File: src/rtl/vintc_pkg.sv
package vintc_pkg;
  localparam int NSRC  = 6;
  localparam int NGRP  = 4;
  localparam int VEC_W = 8;

  // group-enable bit serving each source; -1 means global enable only
  function automatic int grp_of(input int src);
    case (src)
      1:       return 3;
      2:       return 2;
      3:       return 1;
      4:       return 1;
      5:       return 0;
      default: return -1;
    endcase
  endfunction
endpackage

File: src/rtl/intc_latch_bank.sv
module intc_latch_bank #(
  parameter int N = vintc_pkg::NSRC
) (
  input  logic         clk,
  input  logic         rst,
  input  logic [N-1:0] set_i,
  input  logic [N-1:0] clr_i,
  output logic [N-1:0] pend_q
);
  always_ff @(posedge clk) begin
    if (rst) pend_q <= '0;
    else     pend_q <= (pend_q & ~clr_i) | set_i;
  end

  AST_SET_STICKS: assert property (@(posedge clk) disable iff (rst)
    (|set_i) |=> ((pend_q & $past(set_i)) == $past(set_i)));
  AST_NO_SOFT_SET: assert property (@(posedge clk) disable iff (rst)
    1'b1 |=> ((pend_q & ~$past(pend_q) & ~$past(set_i)) == '0));
endmodule

File: src/rtl/intc_prio_sel.sv
module intc_prio_sel #(
  parameter int N     = vintc_pkg::NSRC,
  parameter int NG    = vintc_pkg::NGRP,
  parameter int VEC_W = vintc_pkg::VEC_W,
  localparam int IDX_W = $clog2(N)
) (
  input  logic [N-1:0]     pend_i,
  input  logic             ei_i,
  input  logic [NG-1:0]    grp_i,
  output logic             hit_o,
  output logic [IDX_W-1:0] idx_o,
  output logic [VEC_W-1:0] vec_o
);
  logic [N-1:0] gated;

  for (genvar g = 0; g < N; g++) begin : g_gate
    localparam int GI = vintc_pkg::grp_of(g);
    if (GI < 0) begin : g_ei_only
      assign gated[g] = pend_i[g] & ei_i;
    end else begin : g_masked
      assign gated[g] = pend_i[g] & ei_i & grp_i[GI];
    end
  end

  always_comb begin
    hit_o = 1'b0;
    idx_o = '0;
    for (int i = N - 1; i >= 0; i--) begin
      if (gated[i]) begin
        hit_o = 1'b1;
        idx_o = IDX_W'(i);
      end
    end
    vec_o = VEC_W'({idx_o, 1'b0}) + VEC_W'(2);
  end
endmodule

File: src/rtl/vintc_top.sv
module vintc_top #(
  parameter int N     = vintc_pkg::NSRC,
  parameter int NG    = vintc_pkg::NGRP,
  parameter int VEC_W = vintc_pkg::VEC_W
) (
  input  logic             clk,
  input  logic             rst,
  input  logic [N-1:0]     src_req,
  input  logic             clr_wr,
  input  logic [N-1:0]     clr_mask,
  input  logic             ei_set,
  input  logic             ei_clr,
  input  logic             mask_wr,
  input  logic [NG-1:0]    mask_data,
  input  logic             ack,
  output logic             irq_o,
  output logic [VEC_W-1:0] vec_o,
  output logic [N-1:0]     pend_o,
  output logic             ei_o
);
  localparam int IDX_W = $clog2(N);

  logic             ei_q;
  logic [NG-1:0]    grp_q;
  logic             irq_q;
  logic [VEC_W-1:0] vec_q;
  logic [IDX_W-1:0] win_q;
  logic [N-1:0]     pend;
  logic [N-1:0]     clr_all;
  logic             ack_take;
  logic             hit;
  logic [IDX_W-1:0] idx;
  logic [VEC_W-1:0] vec_n;

  assign ack_take = ack & irq_q;
  assign clr_all  = (clr_wr ? clr_mask : '0)
                  | (ack_take ? (N'(1) << win_q) : '0);

  intc_latch_bank #(.N(N)) u_latch (
    .clk(clk), .rst(rst), .set_i(src_req), .clr_i(clr_all), .pend_q(pend)
  );

  intc_prio_sel #(.N(N), .NG(NG), .VEC_W(VEC_W)) u_sel (
    .pend_i(pend), .ei_i(ei_q), .grp_i(grp_q),
    .hit_o(hit), .idx_o(idx), .vec_o(vec_n)
  );

  always_ff @(posedge clk) begin
    if (rst) begin
      ei_q  <= 1'b0;
      grp_q <= '0;
      irq_q <= 1'b0;
      vec_q <= '0;
      win_q <= '0;
    end else begin
      if (ei_set)                 ei_q <= 1'b1;
      else if (ack_take | ei_clr) ei_q <= 1'b0;
      if (mask_wr) grp_q <= mask_data;
      irq_q <= hit & ~ack_take;
      vec_q <= vec_n;
      win_q <= idx;
    end
  end

  assign irq_o  = irq_q;
  assign vec_o  = vec_q;
  assign pend_o = pend;
  assign ei_o   = ei_q;

  AST_ACK_DROPS_IRQ: assert property (@(posedge clk) disable iff (rst)
    (ack && irq_o) |=> !irq_o);
  AST_ACK_CLEARS_EI: assert property (@(posedge clk) disable iff (rst)
    (ack && irq_o && !ei_set) |=> !ei_o);
  AST_IRQ_NEEDS_EI: assert property (@(posedge clk) disable iff (rst)
    irq_o |-> $past(ei_o));
  AST_VEC_LEGAL: assert property (@(posedge clk) disable iff (rst)
    irq_o |-> (vec_o[0] == 1'b0 && vec_o >= VEC_W'(2) && vec_o <= VEC_W'(2 * N)));
  AST_MASKED_NEEDS_GRP: assert property (@(posedge clk) disable iff (rst)
    (irq_o && vec_o != VEC_W'(2)) |-> $past(grp_q != '0));
endmodule

File: config.mk
export PLATFORM = sky130hd
export DESIGN_NAME = vintc_top
export DESIGN_NICKNAME = d
export VERILOG_FILES = /design/src/rtl/vintc_pkg.sv /design/src/rtl/intc_latch_bank.sv /design/src/rtl/intc_prio_sel.sv /design/src/rtl/vintc_top.sv
export SDC_FILE = /design/constraint.sdc
export NUM_CORES = 1
export LEC_CHECK = 0
export BUFFER_PORTS_ARGS = -buffer_cell sky130_fd_sc_hd__clkbuf_2
export CORE_AREA = 2 2 42 63
export CTS_BUF_LIST = sky130_fd_sc_hd__clkbuf_16
export CTS_CLUSTER_SIZE = 10
export DETAILED_ROUTE_END_ITERATION = 8
export DIE_AREA = 0 0 44 65
export GPL_TIMING_DRIVEN = 0
export PLACE_DENSITY = 0.74
export SLEW_MARGIN = 0
export SYNTH_ARGS = -nofsm -noshare
export SYNTH_HDL_FRONTEND = slang
export SYNTH_HIERARCHICAL = 1
export SYNTH_SLANG_ARGS = --single-unit
File: constraint.sdc
create_clock -name clk -period 1.9 [get_ports clk]
set_clock_uncertainty 0.15 [all_clocks]
set_input_delay 0.095 -clock clk [delete_from_list [all_inputs] [get_ports clk]]
set_output_delay 0.095 -clock clk [all_outputs]
set_load 0.1 [all_outputs]
# Word level (Yosys, flattened, before mapping)
# Cells that the tools add are included.
# classes
n_mux,16
shift,1
eq_ne,0
reduce_logical,1
div,0
multipliers,0
bitwise_logic,19
addsub,1
n_lt_le_gt_ge,0
# ops
cell,n
3-bit 2-to-1 mux,6
1-bit bitwise AND,13
6-bit 2-to-1 mux,2
6-bit bitwise OR,2
1-bit 2-to-1 mux,8
6-bit bitwise AND,1
6-bit inverter,1
"1-bit by 3-bit << shifter with 6-bit output, first input constant",1
"4-bit by 2-bit adder with 5-bit output, second input constant",1
2-bit nonzero test,1
1-bit inverter,1
1-bit bitwise OR,1
# totals
ramBits,0
register_bits,23
latch_bits,0
n_memories,0
rom_bits,0
word_cells,44

# Longest topological paths before layout
# Gate-level depths: netlist of run 1.
# logic_depth
depth_word,9
depth_mapped,7
mapped_depth_nobuf,7

# By module
# The synthesis of run 1 kept the hierarchy.
# modules_own_cells
mod,area_each_um2,n_inst,cells_each
vintc_top,590.6,1,53
intc_latch_bank,255.2,1,24
intc_prio_sel,173.9,1,25

# Least setup slack after synthesis of run 1
# OpenSTA, ideal clock, no wires.
# synth_timing
path_kind,flip-flop to flip-flop
startpoint,register u_latch.pend_q[4]
endpoint,"register vec_q[3], in the netlist vec_o[3]"
setup_ns,0.114
stages_incl_launch_ff,8
setup_slack_ns,-0.482
required_time_ns,1.636
t_arrival_ns,2.118
path_buffers,0
cell_sequence,dfxtp_1 > nand2_1 > a32oi_1 > o21ai_1 > nor3b_1 > ha_1 > xor2_1 > nor2b_1
# synth_via
elab_chain_len,8
# synth_lines
element,line_no,rtl
from (decl),intc_latch_bank.sv:8,output logic [N-1:0] pend_q
from (signal assigned),intc_latch_bank.sv:12,else pend_q <= (pend_q & ~clr_i) | set_i;
1-bit bitwise AND (2 in a row),intc_prio_sel.sv:21,assign gated[g] = pend_i[g] & ei_i & grp_i[GI];
3-bit 2-to-1 mux (5 in a row),intc_prio_sel.sv:29,if (gated[i]) begin
named net idx[0],vintc_top.sv:32,logic [IDX_W-1:0] idx;
4-bit by 2-bit adder with 5-bit output,intc_prio_sel.sv:34,"vec_o = VEC_W'({idx_o, 1'b0}) + VEC_W'(2);"
named net vec_n[3],vintc_top.sv:33,logic [VEC_W-1:0] vec_n;
to (signal assigned),vintc_top.sv:60,vec_q <= vec_n;
to (decl),vintc_top.sv:26,logic [VEC_W-1:0] vec_q;
# The timed path passes the listed nets, and every way through them passes these cells.
# A chain may end at the register's enable or synchronous reset.

# Final worst setup path of run 1
# layout_timing
startpoint,register grp_q[1]
endpoint,"register vec_q[3], in the netlist vec_o[3]"
# layout_via
elab_chain_len,7
word_cells_on_any_way,8
classes_between,1 x add/sub; 5 x mux; 2 x bitwise
# layout_lines
element,line_no,rtl
from (decl),vintc_top.sv:24,logic [NG-1:0] grp_q;
from (signal assigned),vintc_top.sv:58,if (mask_wr) grp_q <= mask_data;
1-bit bitwise AND,intc_prio_sel.sv:21,
3-bit 2-to-1 mux,intc_prio_sel.sv:29,
3-bit 2-to-1 mux * (4 in a row),intc_prio_sel.sv:29,
named net idx[0],vintc_top.sv:32,
4-bit by 2-bit adder with 5-bit output *,intc_prio_sel.sv:34,
named net vec_n[3],vintc_top.sv:33,
# Mark *: on every way through the listed nets, which the timed path passes. The rest lies on a longest branch.

==> results of run 1 <==
[power by group]
part           internal [mW]  switching, mW
Clock                  0.280          0.154
Combinational         0.0899          0.192
Sequential             0.509         0.0229
Total                  0.879          0.369
[cell families (layout without fill, tap and decap cells)]
family | Yosys count | in the layout
xor gates and xnor gates | 1 | 1
buffers and inverters | 17 | 69
other | 1 | 5
muxes | 4 | 4
AOI/OAI and AO/OA | 18 | 18
and+or+nand+nor | 37 | 37
DFF | 23 | 23
adders and majority gates | 1 | 1
[tightest hold or removal path, stage by stage]
cell      delay [ns]
clkbuf_2        0.08
inv_1           0.04
a31oi_1         0.08
nor2_1          0.07
[layer usage]
layer  up-vias  part of all wire (%)  GRT usage (%)
li1        437                     -              -
met1       377                    37           16.2
met2        15                    59           31.3
met3         2                   2.7           1.67
met4         0                   1.0           6.82
met5         -                     0              0
[flip-flops by register name, indices dropped and copies added (netlist names)]
register	flops
vec_o	8
u_latch/pend_q	6
grp_q	4
win_q	3
ei_o	1
irq_o	1
[cell type report]
class | count | area [um^2] | share of cell area [%]
multi-input combinational | 66 | 487 | 33.5
tap | 24 | 30.0 | 2.07
clock buffer | 3 | 75.1 | 5.17
clock inverter | 1 | 3.75 | 0.258
buffer | 7 | 50.0 | 3.45
sequential | 23 | 474 | 32.6
inverter | 10 | 37.5 | 2.58
timing repair buffer | 48 | 295 | 20.3
[synthesized netlist by cell type]
master | count | area, um^2
dfxtp_1 | 23 | 460
nor2b_1 | 11 | 68.8
inv_1 | 10 | 37.5
a21oi_1 | 7 | 35.0
buf_4 | 6 | 45.0
nand2_1 | 6 | 22.5
nand2b_4 | 6 | 82.6
nor2_1 | 5 | 18.8
a32o_1 | 4 | 40.0
mux2i_1 | 4 | 40.0
a22o_1 | 2 | 17.5
a21o_1 | 1 | 7.51
a31oi_1 | 1 | 6.26
a32oi_1 | 1 | 8.76
and2_4 | 1 | 8.76
and3b_2 | 1 | 10.0
clkbuf_2 | 1 | 5.00
conb_1 | 1 | 3.75
ha_1 | 1 | 12.5
nand2_2 | 1 | 6.26
nand2b_1 | 1 | 6.26
nand3b_1 | 1 | 7.51
nor2_2 | 1 | 6.26
nor3b_1 | 1 | 7.51
nor3b_2 | 1 | 12.5
nor4b_4 | 1 | 23.8
o21ai_0 | 1 | 5.00
o21ai_1 | 1 | 5.00
xor2_1 | 1 | 8.76
[worst paths after layout]
kind / startpoint / endpoint / slack, ns / cells past startpoint
max: grp_q[1]$_SDFFE_PP0P_ / vec_o[3]$_SDFF_PP0_ / 0.23 / 7
min: ei_clr / ei_o$_SDFFE_PP0P_ / 0.003 / 4
max reg2reg: grp_q[1]$_SDFFE_PP0P_ / vec_o[3]$_SDFF_PP0_ / 0.23 / 7
min reg2reg: u_latch/pend_q[1]$_SDFF_PP0_ / u_latch/pend_q[1]$_SDFF_PP0_ / 0.33 / 2
[metrics by stage]
stage / area, um^2 / cells / setup slack, ns
after floorplan: 1050 / 106 / 0.00730
after global placement: 1260 / 167 / 0.275
after CTS: 1450 / 182 / 0.233
final: 1450 / 182 / 0.231
after detailed placement: 1260 / 167 / 0.256
after global routing: 1450 / 182 / 0.0742
[layout by cell type, fill, tap and decap left out]
master / count
a21o_1: 1
a21oi_1: 7
a22o_1: 2
a31oi_1: 1
a32o_1: 4
a32oi_1: 1
and2_4: 1
and3b_2: 1
buf_4: 6
clkbuf_16: 3
clkbuf_2: 38
conb_1: 5
dfxtp_1: 16
dfxtp_2: 5
dfxtp_4: 2
dlygate4sd3_1: 11
ha_1: 1
inv_1: 11
mux2i_1: 4
nand2_1: 6
nand2_2: 1
nand2b_1: 1
nand2b_4: 6
nand3b_1: 1
nor2_1: 5
nor2_2: 1
nor2b_1: 11
nor3b_1: 1
nor3b_2: 1
nor4b_4: 1
o21ai_0: 1
o21ai_1: 1
xor2_1: 1
[timing repair]
item / in CTS / in global routing
hold buffers: 11 / 0
endpoints found under the hold margin: 11 / 0
resized for setup: 0 / 0
==> impl_results.md, run 1 <==
- Worst slew margin: 63.6%
- Area growth, synth to finish: 42.5%
- Final net count: 183
- Vias in the first global route: 824
- Setup TNS: 0 ns
- Total clock sinks: 23
- Mapped Cells: 102
- Final setup vio count: 0
- Initial antenna violation count: 0
- DR vias/cell: 4.57
- DRT Pass-1 Iters: 2
- Data required time of the critical path: 1.88 ns
- Core area: 0.00237 mm^2
- Compound-Gate Fraction of Synth Area: 12.3%
- Final Core Density: 61.4%
- CTS tree: done
- Pwr dens: 859 mW/mm^2
- Die area: 0.00286 mm^2
- RSZ-0062 raised after global routing: no
- CP max FO: 4
- Mapped cell area: 0.00102 mm^2
- TritonCTS Buffers: 3
- Residual DRC: 0
- Largest family of logic cells by synthesized area: simple AND/OR/NAND/NOR gates
- CTS Root Cell: clkbuf_16
- Antenna cells: 0
- Leakage: 0.727 nW
- Slowest cell on crit path: dfxtp_1
- Gp weighted congestion: 0.767
- Postcts setup bufs: 0
- Pin count of the biggest net entering global routing: 15
- Post-synthesis mux area share: 3.93%
- CP delay by family, top: simple AND/OR/NAND/NOR gates
- Crit path kind: reg -> reg
- Clock slew at reported path FFs: 0.06 ns
- Total I/O pin count: 39
- Max cap viols: 0
- Post-Synth XOR/XNOR Area: 0.859%
- Pwr Total: 1.25 mW
- Routed length per instance: 11.5 um
- Via count: 831
- Final min period: 1.67 ns
- Initial Util: 43.1%
- Synth Area in Simple Gates: 27.6%
- Final Hold Viols: 0
- Synth Register Bits: 23
- GR Util All Layers: 16.1%
- Fraction of the mapped netlist area in adder cells: 1.23%
- HP Class: in -> reg
- CP max stage delay: 0.37 ns
- Slew Limit Fails: 0
- CP Launch Type: flip-flop
- Filler Cell Count: 208
- Status: complete, no violations
- Die W: 44 um
- H-tree depth reported by CTS: 1
- Max clock buf depth: 2
- Final wirelength: 2090 um
- Slew @ Worst Pin: 0.549 ns
- Die Height: 65 um
- First-pass GRT wire length: 3460 um
- Worst path bufs/invs: 0
- Synth unique cells: 29
- Final HPWL DP: 1500 um
- ANT nets after route: 0
- Gr ovfl total: 0
- Sequential cell area fraction in the yosys report: 45.2%
- Initial DRC Count: 5
- Yosys warnings: 6
- Worst VDD drop: 0.468 mV
- Period utilization: 87.8%
- CP Cell Sequence: nand2_1 > a32oi_1 > o21ai_1 > nor3b_1 > ha_1 > xor2_1 > nor2b_1
- Worst EP arrival: 1.65 ns
- Core Rows: 22
- Setup crit end kind: flip-flop
- Clock latency at the later pin of the worst-skew pair: 0.25 ns
- Mapped Avg Cell Area: 10.0 um^2
- Hold slack: 0.00318 ns
- Layout cells sized above 1: 41.8%
- Port buffer count: 37
- Achievable frequency: 0.599 GHz
Power figures use the tool's default switching activity.
==> run 2: changes to the inputs <==
Settings changed: BUFFER_PORTS_ARGS -buffer_cell sky130_fd_sc_hd__clkbuf_2 to -buffer_cell sky130_fd_sc_hd__buf_2.
==> impl_results.md, run 2 (same netlist as run 1, synthesis figures left out) <==
- Status: complete, no violations (unchanged)
- Die W: 44 um (unchanged)
- Residual DRC: 0 (unchanged)
- Final min period: 1.74 ns (was 1.67 ns)
- Via count: 843 (was 831)
- Setup crit end kind: flip-flop (unchanged)
- DRT Pass-1 Iters: 4 (was 2)
- ANT nets after route: 0 (unchanged)
- Final net count: 183 (unchanged)
- Regs by FF count: vec_o: 8 flops, u_latch/pend_q: 6 flops, grp_q: 4 flops (unchanged)
- Leakage: 0.729 nW (was 0.727 nW)
- CP max FO: 4 (unchanged)
- Port buffer count: 37 (unchanged)
- Top reg by flops: vec_o (unchanged)
- Total I/O pin count: 39 (unchanged)
- Final instance area: 0.00145 mm^2 (unchanged)
- Initial antenna violation count: 0 (unchanged)
- Final Hold Viols: 0 (unchanged)
- Achievable frequency: 0.576 GHz (was 0.599 GHz)
- Max clock buf depth: 2 (unchanged)
- Clock slew at reported path FFs: 0.06 ns (about the same)
- Most frequent cells in the layout: buf_2 (37), dfxtp_1 (16), inv_1 (11), nor2b_1 (11), dlygate4sd3_1 (11) (was clkbuf_2 (38), dfxtp_1 (16), inv_1 (11), nor2b_1 (11), dlygate4sd3_1 (11))
- Worst EP arrival: 1.72 ns (was 1.65 ns)
- Max reg flops: 8 (unchanged)
- CTS Root Cell: clkbuf_16 (unchanged)
- P_sw: 0.366 mW (was 0.369 mW)
- Data required time of the critical path: 1.88 ns (about the same)
- Gr ovfl total: 0 (unchanged)
- First-pass GRT wire length: 3350 um (was 3460 um)
- Max cap viols: 0 (unchanged)
- Pin count of the biggest net entering global routing: 15 (unchanged)
- Crit path kind: reg -> reg (unchanged)
- Area growth, synth to finish: 42.5% (unchanged)
- Fin worst setup slack: 0.164 ns (was 0.231 ns)
- HP Class: in -> reg (unchanged)
- Hold slack: 0.00644 ns (was 0.00318 ns)
- Clock latency at the later pin of the worst-skew pair: 0.25 ns (about the same)
- CTS tree: done (unchanged)
- Core area: 0.00237 mm^2 (unchanged)
- GR Util All Layers: 15.7% (was 16.1%)
- Switching Share: 29.4% (was 29.6%)
- Antenna cells: 0 (unchanged)
- Final Core Density: 61.4% (unchanged)
- Final HPWL DP: 1520 um (was 1500 um)
- Clock power frac: 34.6% (was 34.8%)
- Postcts setup bufs: 0 (unchanged)
- RSZ-0062 raised after global routing: no (unchanged)
- Worst slack, placed: 0.243 ns (was 0.256 ns)
- TritonCTS Buffers: 3 (unchanged)
- Most common cell after layout, fill and taps aside: buf_2 (was clkbuf_2)
- Finished Layout Cells: 182 (unchanged)
- Setup TNS: 0 ns (unchanged)
- Final setup vio count: 0 (unchanged)
- Initial Util: 43.1% (unchanged)
- Final wirelength: 2140 um (was 2090 um)
- CP Launch Type: flip-flop (unchanged)
- Slew Limit Fails: 0 (unchanged)
- Pwr dens: 858 mW/mm^2 (was 859 mW/mm^2)
- Initial DRC Count: 14 (was 5)
- H-tree depth reported by CTS: 1 (unchanged)
- Pint: 0.879 mW (about the same)
- Die Height: 65 um (unchanged)
- Period utilization: 91.4% (was 87.8%)
- Pwr Total: 1.25 mW (about the same)
- Reg power frac: 42.6% (about the same)
- Combinational share of power: 22.7% (was 22.6%)
- Gp weighted congestion: 0.766 (was 0.767)
- Total clock sinks: 23 (unchanged)
- Layout cells sized above 1: 41.8% (unchanged)
- Core Rows: 22 (unchanged)
- DP Cell Count: 167 (unchanged)
- Die area: 0.00286 mm^2 (unchanged)
- Routed length per instance: 11.7 um (was 11.5 um)
- Placed Area: 0.00126 mm^2 (unchanged)
- Worst VDD drop: 0.497 mV (was 0.468 mV)
- DR vias/cell: 4.63 (was 4.57)
- Vias in the first global route: 801 (was 824)
==> run 2: changes by cell type in the layout (fill, tap and decap cells not counted) <==
cell / previous run / this run
clkbuf_2: 38 / 1
buf_2: 0 / 37
==> run 2: cell type report <==
| type | instances | area [um^2] |
|---|---|---|
| Fill cell | 204 | 915 |
| Multi-Input combinational cell | 66 | 487 |
| Sequential cell | 23 | 474 |
| Timing Repair Buffer | 48 | 295 |
| Clock buffer | 3 | 75.1 |
| Buffer | 7 | 50.0 |
| Inverter | 10 | 37.5 |
| Tap cell | 24 | 30.0 |
| Clock inverter | 1 | 3.75 |
==> run 2: layer usage <==
layer | track usage, % | part of all wire, % | up-vias
met5 | 0 | 0 | -
li1 | - | - | 436
met4 | 6.82 | 1.4 | 0
met1 | 16.4 | 37 | 386
met2 | 29.4 | 58 | 19
met3 | 2.51 | 3.3 | 2
==> run 2: power groups by stage <==
stage | registers [mW] | logic, mW | clock network, mW
5_1_grt | 0.534 | 0.298 | 0.464
2_1_floorplan | 0.678 | 0.0725 | 0
6_report | 0.531 | 0.283 | 0.431
3_5_place_dp | 0.542 | 0.265 | 0
4_1_cts | 0.532 | 0.283 | 0.443
3_3_place_gp | 0.540 | 0.263 | 0
==> run 2: timing repair <==
action,CTS,global route
hold endpoints to repair,11,0
gates resized for setup,0,0
hold buffers,11,0
==> run 2: path summary, 6_finish.rpt <==
path | endpoint | from | cells past startpoint | slack, ns
max reg2reg | vec_o[3]$_SDFF_PP0_ | grp_q[1]$_SDFFE_PP0P_ | 7 | 0.16
min reg2reg | u_latch/pend_q[1]$_SDFF_PP0_ | u_latch/pend_q[1]$_SDFF_PP0_ | 2 | 0.34
max | vec_o[3]$_SDFF_PP0_ | grp_q[1]$_SDFFE_PP0P_ | 7 | 0.16
min | ei_o$_SDFFE_PP0P_ | ei_clr | 4 | 0.006
==> run 2: critical path, cell delays in order, from the launching register on <==
cell and delay [ns]:
dfxtp_1 0.37, nand2_1 0.09, a32oi_1 0.24, o21ai_1 0.11, nor3b_1 0.16, ha_1 0.21
xor2_1 0.16, nor2b_1 0.13
